===== src/rtl/sxl_pkg.sv =====
package sxl_pkg;

  typedef enum logic [1:0] {
    LEN_BYTE = 2'd0,
    LEN_WORD = 2'd1,
    LEN_RSVD = 2'd2,
    LEN_LONG = 2'd3
  } len_e;

  // Byte enables for a given length starting at the given lane.
  function automatic logic [3:0] lane_enables(len_e len, logic [1:0] lane);
    logic [3:0] be;
    unique case (len)
      LEN_BYTE: be = 4'b0001 << lane;
      LEN_WORD: be = 4'b0011 << lane;
      LEN_LONG: be = 4'b1111;
      default:  be = 4'b0000;
    endcase
    return be;
  endfunction

  // A combination that cannot form one legal PCI cycle.
  function automatic logic bad_combo(len_e len, logic [1:0] lane);
    logic bad;
    unique case (len)
      LEN_BYTE: bad = 1'b0;
      LEN_WORD: bad = (lane == 2'd3);
      LEN_LONG: bad = (lane != 2'd0);
      default:  bad = 1'b1;
    endcase
    return bad;
  endfunction

endpackage


===== src/rtl/sxl_field_split.sv =====
module sxl_field_split
  import sxl_pkg::*;
#(
  parameter int PCI_W = 32,
  parameter int OFF_W = PCI_W + 5
) (
  input  logic [OFF_W-1:0] off,
  output len_e             len,
  output logic [1:0]       lane,
  output logic [PCI_W-1:0] pci_raw
);
  // Offset bits [4:3] carry the length; the PCI address sits above bit 4.
  assign len     = len_e'(off[4:3]);
  assign pci_raw = off[OFF_W-1:5];
  assign lane    = pci_raw[1:0];
endmodule


===== src/rtl/sxl_ext_reg.sv =====
module sxl_ext_reg #(
  parameter int PCI_W = 32
) (
  input  logic             clk,
  input  logic             rst_n,
  input  logic             we,
  input  logic [PCI_W-1:0] wdata,
  output logic [PCI_W-1:0] q
);
  always_ff @(posedge clk or negedge rst_n) begin
    if (!rst_n)  q <= '0;
    else if (we) q <= wdata;
  end

  p_ext_hold_r10: assert property (@(posedge clk) disable iff (!rst_n)
    !we |=> $stable(q));
  p_ext_load_r10: assert property (@(posedge clk) disable iff (!rst_n)
    we |=> (q == $past(wdata)));
endmodule


===== src/rtl/sxl_addr_form.sv =====
module sxl_addr_form #(
  parameter int PCI_W     = 32,
  parameter int KEEP_BITS = 27
) (
  input  logic             io,
  input  logic [PCI_W-1:0] pci_raw,
  input  logic [PCI_W-1:0] ext,
  output logic [PCI_W-1:0] addr,
  output logic             miss
);
  localparam logic [PCI_W-1:0] ONE      = {{(PCI_W-1){1'b0}}, 1'b1};
  localparam logic [PCI_W-1:0] LOW_MASK = (ONE << KEEP_BITS) - ONE;

  logic [PCI_W-1:0] mem_addr;
  logic             upper_differs;

  always_comb begin
    mem_addr      = (pci_raw & LOW_MASK) | (ext & ~LOW_MASK);
    mem_addr[1:0] = 2'b00;
  end

  assign upper_differs = ((pci_raw ^ ext) & ~LOW_MASK) != '0;
  assign addr          = io ? pci_raw : mem_addr;
  assign miss          = !io && upper_differs;
endmodule


===== src/rtl/sparse_xlate.sv =====
module sparse_xlate
  import sxl_pkg::*;
#(
  parameter  int PCI_W     = 32,
  parameter  int KEEP_BITS = 27,
  localparam int OFF_W     = PCI_W + 5
) (
  input  logic             clk,
  input  logic             rst_n,
  input  logic             req_valid,
  input  logic             req_io,
  input  logic [OFF_W-1:0] req_off,
  input  logic             ext_we,
  input  logic [PCI_W-1:0] ext_wdata,
  output logic             cyc_valid,
  output logic             cyc_illegal,
  output logic             cyc_io,
  output logic [PCI_W-1:0] cyc_addr,
  output logic [3:0]       cyc_be,
  output logic [1:0]       cyc_size,
  output logic             cyc_ext_miss
);
  len_e             len;
  logic [1:0]       lane;
  logic [PCI_W-1:0] pci_raw;
  logic [PCI_W-1:0] ext_q;
  logic [PCI_W-1:0] addr_n;
  logic             miss_n;
  logic             bad_n;
  logic             issue_n;
  logic             reject_n;

  sxl_field_split #(.PCI_W(PCI_W), .OFF_W(OFF_W)) u_split (
    .off(req_off), .len(len), .lane(lane), .pci_raw(pci_raw)
  );

  sxl_ext_reg #(.PCI_W(PCI_W)) u_ext (
    .clk(clk), .rst_n(rst_n), .we(ext_we), .wdata(ext_wdata), .q(ext_q)
  );

  sxl_addr_form #(.PCI_W(PCI_W), .KEEP_BITS(KEEP_BITS)) u_form (
    .io(req_io), .pci_raw(pci_raw), .ext(ext_q), .addr(addr_n), .miss(miss_n)
  );

  assign bad_n    = bad_combo(len, lane);
  assign issue_n  = req_valid && !bad_n;
  assign reject_n = req_valid && bad_n;

  always_ff @(posedge clk or negedge rst_n) begin
    if (!rst_n) begin
      cyc_valid    <= 1'b0;
      cyc_illegal  <= 1'b0;
      cyc_io       <= 1'b0;
      cyc_addr     <= '0;
      cyc_be       <= '0;
      cyc_size     <= '0;
      cyc_ext_miss <= 1'b0;
    end else begin
      cyc_valid    <= issue_n;
      cyc_illegal  <= reject_n;
      cyc_io       <= issue_n && req_io;
      cyc_addr     <= issue_n ? addr_n : '0;
      cyc_be       <= issue_n ? lane_enables(len, lane) : 4'b0000;
      cyc_size     <= issue_n ? 2'(len) : 2'b00;
      cyc_ext_miss <= issue_n && miss_n;
    end
  end

  p_one_result_r2: assert property (@(posedge clk) disable iff (!rst_n)
    req_valid |=> (cyc_valid ^ cyc_illegal));
  p_quiet_idle_r2: assert property (@(posedge clk) disable iff (!rst_n)
    !req_valid |=> (!cyc_valid && !cyc_illegal && cyc_be == 4'b0000));
  p_byte_be_r4: assert property (@(posedge clk) disable iff (!rst_n)
    (cyc_valid && cyc_size == 2'd0) |-> $onehot0(cyc_be) && cyc_be != 4'b0000);
  p_word_be_r5: assert property (@(posedge clk) disable iff (!rst_n)
    (cyc_valid && cyc_size == 2'd1) |-> $countones(cyc_be) == 2);
  p_long_be_r6: assert property (@(posedge clk) disable iff (!rst_n)
    (cyc_valid && cyc_size == 2'd3) |-> cyc_be == 4'b1111);
  p_reject_quiet_r7: assert property (@(posedge clk) disable iff (!rst_n)
    cyc_illegal |-> (!cyc_valid && cyc_be == 4'b0000 && !cyc_ext_miss));
  p_mem_low_zero_r8: assert property (@(posedge clk) disable iff (!rst_n)
    (cyc_valid && !cyc_io) |-> cyc_addr[1:0] == 2'b00);
  p_io_no_miss_r11: assert property (@(posedge clk) disable iff (!rst_n)
    cyc_io |-> !cyc_ext_miss);
endmodule


===== config.mk =====
export PLATFORM = sky130hd
export DESIGN_NAME = sparse_xlate
export DESIGN_NICKNAME = d
export VERILOG_FILES = /design/src/rtl/sxl_pkg.sv /design/src/rtl/sxl_field_split.sv /design/src/rtl/sxl_ext_reg.sv /design/src/rtl/sxl_addr_form.sv /design/src/rtl/sparse_xlate.sv
export SDC_FILE = /design/constraint.sdc
export NUM_CORES = 1
export LEC_CHECK = 0
export CAP_MARGIN = 20
export CORE_MARGIN = 8
export CORE_UTILIZATION = 50
export DETAILED_ROUTE_END_ITERATION = 6
export GPL_TIMING_DRIVEN = 0
export PLACE_DENSITY = 0.95
export SLEW_MARGIN = 20
export SYNTH_ARGS = -nofsm -noshare
export SYNTH_HDL_FRONTEND = slang
export SYNTH_HIERARCHICAL = 1
export SYNTH_SLANG_ARGS = --single-unit
export TNS_END_PERCENT = 5

===== constraint.sdc =====
create_clock -name clk -period 1.5 [get_ports clk]
set_input_delay 0.3 -clock clk [delete_from_list [all_inputs] [get_ports clk]]
set_output_delay 0.3 -clock clk [all_outputs]
set_load 0.01 [all_outputs]

# Word-level counts from Yosys, hierarchy flattened
# Cells that the tools add are included.
word_totals:
  in_bits: 74
  register_bits: 74
  latch_bits: 0
  wordCells: 31
  output_inout_bits: 42
  ramBits: 0
  mem_bits_ro: 0
  n_memories: 0
op_classes:
  shift: 2
  add_sub_neg: 0
  mux: 6
  order_cmp: 0
  div: 0
  mul: 0
  bitwise: 2
  reduce_logical: 10
  n_eq_ne: 3
ops:
  columns: ["op", "count"]
  rows:
  - ["$mux W32", 2]
  - ["$or A27 B32 Y32", 1]
  - ["$reduce_bool A32 Y1", 1]
  - ["$xor A32 B32 Y32", 1]
  - ["$pmux W4 S3", 1]
  - ["$logic_and A1 B1 Y1", 5]
  - ["$eq A2 B2 Y1 const B", 2]
  - ["$mux W4", 1]
  - ["$shl A1 B2 Y4 const A", 1]
  - ["$shl A2 B2 Y4 const A", 1]
  - ["$pmux W1 S3", 1]
  - ["$eq A2 B1 Y1 const B", 1]
  - ["$logic_not A1 Y1", 2]
  - ["$logic_not A2 Y1", 1]
  - ["$mux W2", 1]
  - ["$reduce_bool A2 Y1", 1]

# Depth between registers and ports, before layout
# Gate-level depths: netlist (run 1).
depth:
  depth_word: 5
  depth_mapped: 6
  depth_no_buf: 5

# Modules after synthesis
# The synthesis (run 1) kept the hierarchy.
modules_own_cells:
  columns: ["module", "area_each_um2", "seq_area_each_um2", "instances", "cells_each"]
  rows:
  - ["sparse_xlate", 1531.5, 1051.0, 1, 141]
  - ["sxl_ext_reg", 1345.0, 800.8, 1, 68]
  - ["sxl_addr_form", 341.6, 0.0, 1, 40]
  - ["sxl_field_split", 270.3, 0.0, 1, 36]

# Least setup slack after synthesis (run 1)
# Ideal clock, no wire load.
synth_timing:
  kind: "in2reg"
  start: "input req_off[3]"
  end: "register cyc_addr[10]"
  required_ps: 1384
  cell_stages: 6
  slack_ps: 264
  arrival_time_ps: 1120
  cell_sequence: "buf_4 > buf_2 > nor2b_4 > o22ai_4 > buf_6 > nor2_1"
synth_via:
  elab_chain_len: 5
  elab_cells_between_ends: 7
synth_rtl:
  columns: ["item", "line_no", "source"]
  rows:
  - ["from (decl)", "sparse_xlate.sv:12", "input logic [OFF_W-1:0] req_off,"]
  - ["$eq A2 B2 Y1 (tied with other cells)", "sxl_pkg.sv:25", "unique case (len)"]
  - ["$pmux W1 S3 *", "sxl_pkg.sv:25", null]
  - ["$logic_not A1 Y1 *", "sparse_xlate.sv:46", "assign issue_n = req_valid && !bad_n;"]
  - ["$logic_and A1 B1 Y1 *", "sparse_xlate.sv:46", null]
  - ["$mux W32 *", "sparse_xlate.sv:62", "cyc_addr <= issue_n ? addr_n : '0;"]
  - ["to (signal assigned)", "sparse_xlate.sv:62", null]
  - ["to (decl)", "sparse_xlate.sv:18", "output logic [PCI_W-1:0] cyc_addr,"]
# Mark *: on every way between the ends. The rest lies on a longest branch, timed or not.
# A chain may end at the register's enable or synchronous reset.

# Worst setup path after layout (run 1)
layout_timing:
  start: "register cyc_addr[28]"
  end: "output cyc_addr[28]"
# No word-level cell between the ends.

==> results of run 1 <==
[layer usage]
layer	vias to the layer above	wire, um
met5	-	0
met4	0	58
met3	4	332
met2	50	2610
met1	730	1650
li1	758	-
[layout by cell type, fill, tap and decap left out, drive strengths merged]
cell / count
clkbuf: 11
dlygate4sd3: 1
o211a: 1
a21o: 1
o22ai: 1
nand2: 35
inv: 2
nor2: 36
mux2: 10
clkinvlp: 1
clkdlybuf4s50: 30
nor2b: 2
a41o: 2
dlymetal6s2s: 17
a31oi: 1
dfrtp: 47
dlygate4sd2: 1
and4: 1
buf: 72
a21oi: 1
nor3: 2
and3: 1
o21ai: 2
xnor2: 2
and2: 3
xor2: 5
[path summary, 6_finish.rpt]
path,from,end,cells after the start
worst max-delay path,cyc_addr[28],cyc_addr[28],1
worst min-delay path,ext_we,u_ext/q[31],2
worst max register to register,u_ext/q[27],cyc_ext_miss,5
worst min register to register,u_ext/q[31],u_ext/q[31],1
max in group asynchronous,rst_n,cyc_addr[15],3
min in group asynchronous,rst_n,cyc_addr[24],2
[per-stage QoR]
step	setup TNS, ns	instances	total power, W	worst slack, ns
after global placement	-48.73	332	0.00189	-1.04
after CTS	0	342	0.00273	0.00187
after floorplan	0	229	0.00172	0.264
after detailed placement	0	333	0.00192	0.00850
after global routing	-0.0169	342	0.00283	-0.0169
final	0	342	0.00269	0.00935
[power by group through the flow]
stage	combinational (W)	clock, W	sequential, W
floorplan	0.000312	0	0.00141
global placement	0.000515	0	0.00138
detailed placement	0.000537	0	0.00138
CTS	0.000539	0.000837	0.00136
global route	0.000577	0.000895	0.00136
finish	0.000525	0.000810	0.00135
[cell type report]
cell class	instances	share of cell area
Buffer	74	0.183
Clock buffer	7	0.0310
Clock inverter	1	0.00242
Inverter	2	0.00242
Multi-Input combinational cell	106	0.199
Sequential cell	47	0.379
Tap cell	54	0.0218
Timing Repair Buffer	51	0.182
[state kept, by name, summed over array words and instances (netlist names)]
signal and cells:
cyc_addr 32, cyc_be 4, cyc_ext_miss 1, cyc_illegal 1, cyc_io 1, cyc_size 2
cyc_valid 1, u_ext/q 5
[repair_timing]
item,CTS,global route
hold buffers,1,0
buffers inserted,0,0
gates cloned,0,0
endpoints found under the setup margin,1,17
endpoints found under the hold margin,7,0
resized for setup,1,17
==> implementation parameters, run 1 <==
Parameter                              Value

Die
  DIE AREA ... 7190 um2
  Die Span Y ... 84.8 um
  Starting utilization of the core area ... 0.511
  Die Span X ... 84.8 um
  Placeable Area ... 4630 um2
  Num rows ... 25
  Total I/O pin count ... 116

Global routing
  Total routing resource utilization after global routing ... 0.134
  Overflow left after global routing ... 0
  Antenna violations before repair ... 0
  Global-route wire length before repair ... 7650 um
  Busiest metal layer after global routing ... met2
  GR met2 Demand/Resource ... 0.253
  Met3 usage in global routing ... 0.0488
  Routing usage on met1 ... 0.132
  Largest net degree at the start of global routing ... 25
  Vias in the first global route ... ~1700

Placement
  Port-buffer cells ... 49
  Routability cong. ... 0.745
  Hpwl dp ... 3740 um
  Instance area at placement ... around 3000 um2

Clocking
  CTS sink cnt ... 47
  TritonCTS Buffers ... 5
  Latest clock arrival within the worst-skew pair ... 0.29 ns
  CTS tree ... done
  Number of buffers between clock root and the deepest sink ... 2
  Clock-pin slew on the worst setup and hold paths ... approximately 0.090 ns
  Root Buffer Master ... clkbuf_8
  Total number of H-tree levels ... 2

Worst hold path
  Min-Delay Path Class ... primary input to flop

Timing
  Fmax ... between 0.6 and 0.7 GHz
  Number of hold violations in the final report ... 0
  Worst setup skew after layout ... 0.00565 ns
  Worst relative slew slack ... 0.633
  Setup violations, final ... 0
  Crit share post-route ... 0.994
  Number of max-slew violations in the final report ... 0
  Final worst hold slack ... roughly 0.27 ns
  Final min period ... 1.49 ns
  Worst-Margin Slew ... 0.550 ns

Power and ir drop
  Internal portion of total power ... 0.00206 W
  Reg power frac ... 0.504
  Power density normalized to cell area ... 867 nW/um2
  Peak supply drop ... 0.525 mV
  Proportion of power drawn by combinational gates ... 0.195
  Sw Ratio ... 0.234
  Leakage power of the design ... between 1.5 and 2 nW
  Clock power frac ... 0.301
  Sw Pwr ... 0.000630 W

Final layout
  Sequential Area ... approximately 1200 um2
  Area used by multi-input combinational logic ... between 600 and 700 um2
  Utilization of the core after routing ... 0.670
  Final design area excluding fillers ... 3100 um2
  Antenna diode instance count ... 0
  Growth of design area from synthesis to finish ... 31.1%
  Share of layout cells above drive strength 1 ... 0.326
  # nets final ... ~360
  Total of fill cells in the finished design ... 377

Route
  DRC marker count from the first detailed-route iteration ... 54
  Post-detailed-routing wire length ... 4650 um
  Vias ... 1542
  Via-to-Cell Ratio ... about 4.5
  Detail-routed net length per standard cell ... between 10 and 15 um
  DR DRC count ... 0
  Number of nets with antenna violations after detailed routing ... 0
  Drt first pass iters ... 4

Setup path
  R2R setup slack ... 0.40 ns
  Buffers and inverters on the worst path ... 1
  Ordered cell list for the critical path ... clkdlybuf4s50_1
  CP Launch Type ... flop
  Worst stage delay on the critical path ... 0.55 ns
  CP required ... 1.20 ns
  Max stage delay cell, worst path ... clkdlybuf4s50_1
  Worst Setup End Kind ... output port
  Cell family contributing the most delay on the critical path ... buffers and inverters
  Crit Path Class ... flop to output port
  Arrival time worst endpoint ... between 1 and 1.5 ns
  Peak fanout along the critical path ... 1

Run
  # Max-Cap Violations ... 0

Logic synthesis
  Netlist Area Pre-Place ... 2370 um2
  Count of mapped cells out of synthesis ... 229
  Number of warning messages in the yosys log ... 6
  Synthesized net count ... 303
  Post-synthesis average cell area ... 10.3 um2

Outcome
  Run status ... complete, no violations
No activity file was read; power rests on OpenSTA's default activity.
==> run 2: changes to the inputs <==
--- a/config.mk
+++ b/config.mk
@@ -5,6 +5,7 @@
 export SDC_FILE = /design/constraint.sdc
 export NUM_CORES = 1
 export LEC_CHECK = 0
+export ABC_CLOCK_PERIOD_IN_PS = 1500
 export CAP_MARGIN = 20
 export CORE_MARGIN = 8
 export CORE_UTILIZATION = 50
==> results of run 2 <==
The final DEF is identical to that of run 1; final timing and power are the same.
==> run 3: changes to the inputs <==
--- a/config.mk
+++ b/config.mk
@@ -8,10 +8,10 @@
 export ABC_CLOCK_PERIOD_IN_PS = 1500
 export CAP_MARGIN = 20
 export CORE_MARGIN = 8
-export CORE_UTILIZATION = 50
+export CORE_UTILIZATION = 40
 export DETAILED_ROUTE_END_ITERATION = 6
 export GPL_TIMING_DRIVEN = 0
-export PLACE_DENSITY = 0.95
+export PLACE_DENSITY = 0.82
 export SLEW_MARGIN = 20
 export SYNTH_ARGS = -nofsm -noshare
 export SYNTH_HDL_FRONTEND = slang
==> constraint.sdc (replaced) <==
create_clock -name clk -period 1.5 [get_ports clk]
set_input_delay 0.3 -clock clk [delete_from_list [all_inputs] [get_ports clk]]
set_output_delay 0.3 -clock clk [all_outputs]
set_load 0.1 [all_outputs]
==> implementation parameters, run 3 (synthesis gave the netlist of run 1 again) <==
Parameter                              Value

Outcome
  Run status ... complete, no violations

Setup path
  CP Launch Type ... flop
  Endpoint of the lowest-slack register-to-register path ... cyc_ext_miss
  R2R setup slack ... 0.38 ns (-0.02 ns)
  Startpoint of the lowest-slack register-to-register path ... u_ext/q[27]
  Ordered cell list for the critical path ... clkdlybuf4s18_2
  Cell family contributing the most delay on the critical path ... buffers and inverters
  Crit Path Class ... flop to output port
  Max stage delay cell, worst path ... clkdlybuf4s18_2
  Worst stage delay on the critical path ... 0.54 ns (about the same)
  Buffers and inverters on the worst path ... 1 (unchanged)
  Path depth of the worst reg2reg path ... 5 (unchanged)
  Peak fanout along the critical path ... 1 (unchanged)
  Source of the critical timing path ... cyc_addr[16]
  Worst Setup End Kind ... output port
  CP required ... 1.20 ns (about the same)
  Arrival time worst endpoint ... 1.17 ns (-0.02 ns)

Global routing
  Vias in the first global route ... 1603 (-3.7%)
  Antenna violations before repair ... 0 (unchanged)
  Largest net degree at the start of global routing ... 27 (+8.0%)
  Overflow left after global routing ... 0 (unchanged)
  Total routing resource utilization after global routing ... 0.119 (-0.0158)
  Global-route wire length before repair ... 7920 um (+3.5%)

Final layout
  Commonest cells after routing, fill and taps aside ... 62 x buf_4, 47 x dfrtp_1, 39 x buf_2
  Antenna diode instance count ... 0 (unchanged)
  Total of fill cells in the finished design ... 570 (+51%)
  Growth of design area from synthesis to finish ... 21.8%
  Most common cell after layout, fill and taps aside ... buf_4
  Share of layout cells above drive strength 1 ... 0.474 (+0.147)
  Register containing the most flip-flops in the final layout ... cyc_addr
  Final design area excluding fillers ... 2880 um2 (-7.1%)
  # nets final ... 360 (-0.28%)
  Final instance count without filler cells ... 362 (+5.8%)
  Largest registers ... cyc_addr (32), u_ext/q (5), cyc_be (4)
  Flip-flop count of the largest register after layout ... 32 (unchanged)

Route
  Number of nets with antenna violations after detailed routing ... 0 (unchanged)
  Vias ... 1497 (-2.9%)
  DR DRC count ... 0 (unchanged)
  Drt first pass iters ... 4 (unchanged)
  DRC marker count from the first detailed-route iteration ... 37 (-31%)
  Post-detailed-routing wire length ... 4790 um (+3.0%)
  Detail-routed net length per standard cell ... 13.2 um (-2.7%)
  Via-to-Cell Ratio ... 4.14 (-8.3%)

Timing
  Number of max-slew violations in the final report ... 0 (unchanged)
  Setup repair after global routing missed its margin ... true
  Worst-Margin Slew ... 0.627 ns (+0.0773 ns)
  Crit share post-route ... 0.980 (-0.0133)
  Worst relative slew slack ... 0.582 (-0.0515)
  Final min period ... 1.47 ns (-0.0200 ns)
  Final worst hold slack ... 0.0112 ns (-0.258 ns)
  Number of hold violations in the final report ... 0 (unchanged)
  Fmax ... 0.680 GHz (+1.4%)
  Worst setup skew after layout ... 0.00373 ns (-0.00191 ns)
  Setup violations, final ... 0 (unchanged)

Clocking
  CTS tree ... done
  Latest clock arrival within the worst-skew pair ... 0.30 ns (about the same)
  Root Buffer Master ... clkbuf_8
  Number of buffers between clock root and the deepest sink ... 2 (unchanged)
  TritonCTS Buffers ... 5 (unchanged)
  Total number of H-tree levels ... 2 (unchanged)
  Clock-pin slew on the worst setup and hold paths ... 0.08 ns (about the same)
  CTS sink cnt ... 47 (unchanged)

Die
  Die Span Y ... 92.9 um (+9.6%)
  Total I/O pin count ... 116 (unchanged)
  Placeable Area ... 5820 um2 (+26%)
  Die Span X ... 92.9 um (+9.6%)
  Num rows ... 28 (+12%)
  Starting utilization of the core area ... 0.407 (-0.104)
  DIE AREA ... 8640 um2 (+20%)

Placement
  Hpwl dp ... 3830 um (+2.5%)
  Port-buffer cells ... 49 (unchanged)
  Instance area at placement ... 2970 um2 (+0.89%)
  Routability cong. ... 0.743 (-0.35%)
  Cell total after placement ... 354 (+6.3%)

Power and ir drop
  Power density normalized to cell area ... 1020 nW/um2 (+18%)
  Peak supply drop ... 0.439 mV (-16%)
  Leakage power of the design ... 1.60 nW (-13%)

Run
  # Max-Cap Violations ... 0 (unchanged)

Worst hold path
  Min-Delay Path Class ... primary input to asynchronous set/reset pin
## run 3: cell count changes in the layout (fill, tap and decap cells not counted)
| cell | previous run | this run |
|---|---|---|
| buf_2 | 3 | 39 |
| clkbuf_8 | 7 | 5 |
| clkdlybuf4s18_2 | 0 | 6 |
| clkdlybuf4s50_1 | 30 | 6 |
| clkinv_2 | 0 | 1 |
| clkinvlp_4 | 1 | 2 |
| dlygate4sd2_1 | 1 | 0 |
| dlygate4sd3_1 | 1 | 0 |
| dlymetal6s2s_1 | 17 | 0 |
## run 3: area by class of cell
class                      count  area (um2)  share of cell area
timing repair buffer          50         333               0.115
sequential                    47        1180               0.408
buffer                        74         567               0.197
inverter                       2        7.51             0.00260
multi-input combinational    106         617               0.214
clock inverter                 3        20.0             0.00694
tap                           75        93.8              0.0326
clock buffer                   5        68.8              0.0239
## run 3: worst max-delay path by stage
stage | to | slack [ns] | cells past startpoint
after floorplan | cyc_addr[10] | 0.26 | 6
after global placement | cyc_addr[25] | -1.09 | 1
after global routing | cyc_addr[16] | -0.01 | 1
after detailed placement | cyc_addr[31] | -0.27 | 1
after CTS | cyc_addr[16] | -0.005 | 1
final | cyc_addr[16] | 0.03 | 1
## run 3: per-layer routing
layer  track usage  share of wire  routed length [um]
met1         0.118           0.35                1660
met2         0.211           0.55                2640
met3        0.0494          0.084                 404
met4        0.0510          0.019                  89
met5             0              0                   0
## run 3: repair_timing
item	in CTS	in global routing
setup buffers	0	0
endpoints found under the hold margin	0	0
gates resized for setup	145	59
endpoints found under the setup margin	42	37
hold buffers	0	0
## run 3: stage by stage
| step | setup WS [ns] | util | power [W] | setup TNS [ns] |
|---|---|---|---|---|
| after detailed placement | -0.274 | 0.511 | 0.00227 | -10.14 |
| after floorplan | 0.264 | - | 0.00206 | 0 |
| after global placement | -1.09 | 0.508 | 0.00225 | -61.04 |
| after CTS | -0.00517 | 0.528 | 0.00301 | -0.00517 |
| after global routing | -0.0132 | 0.496 | 0.00311 | -0.0132 |
| final | 0.0293 | 0.496 | 0.00294 | 0 |
## run 3: power breakdown
part / internal [W] / total [W] / switching (W)
clock network: 0.000324 / 0.000750 / 0.000426
logic: 0.000272 / 0.000838 / 0.000566
registers: 0.00133 / 0.00135 / 0.0000255
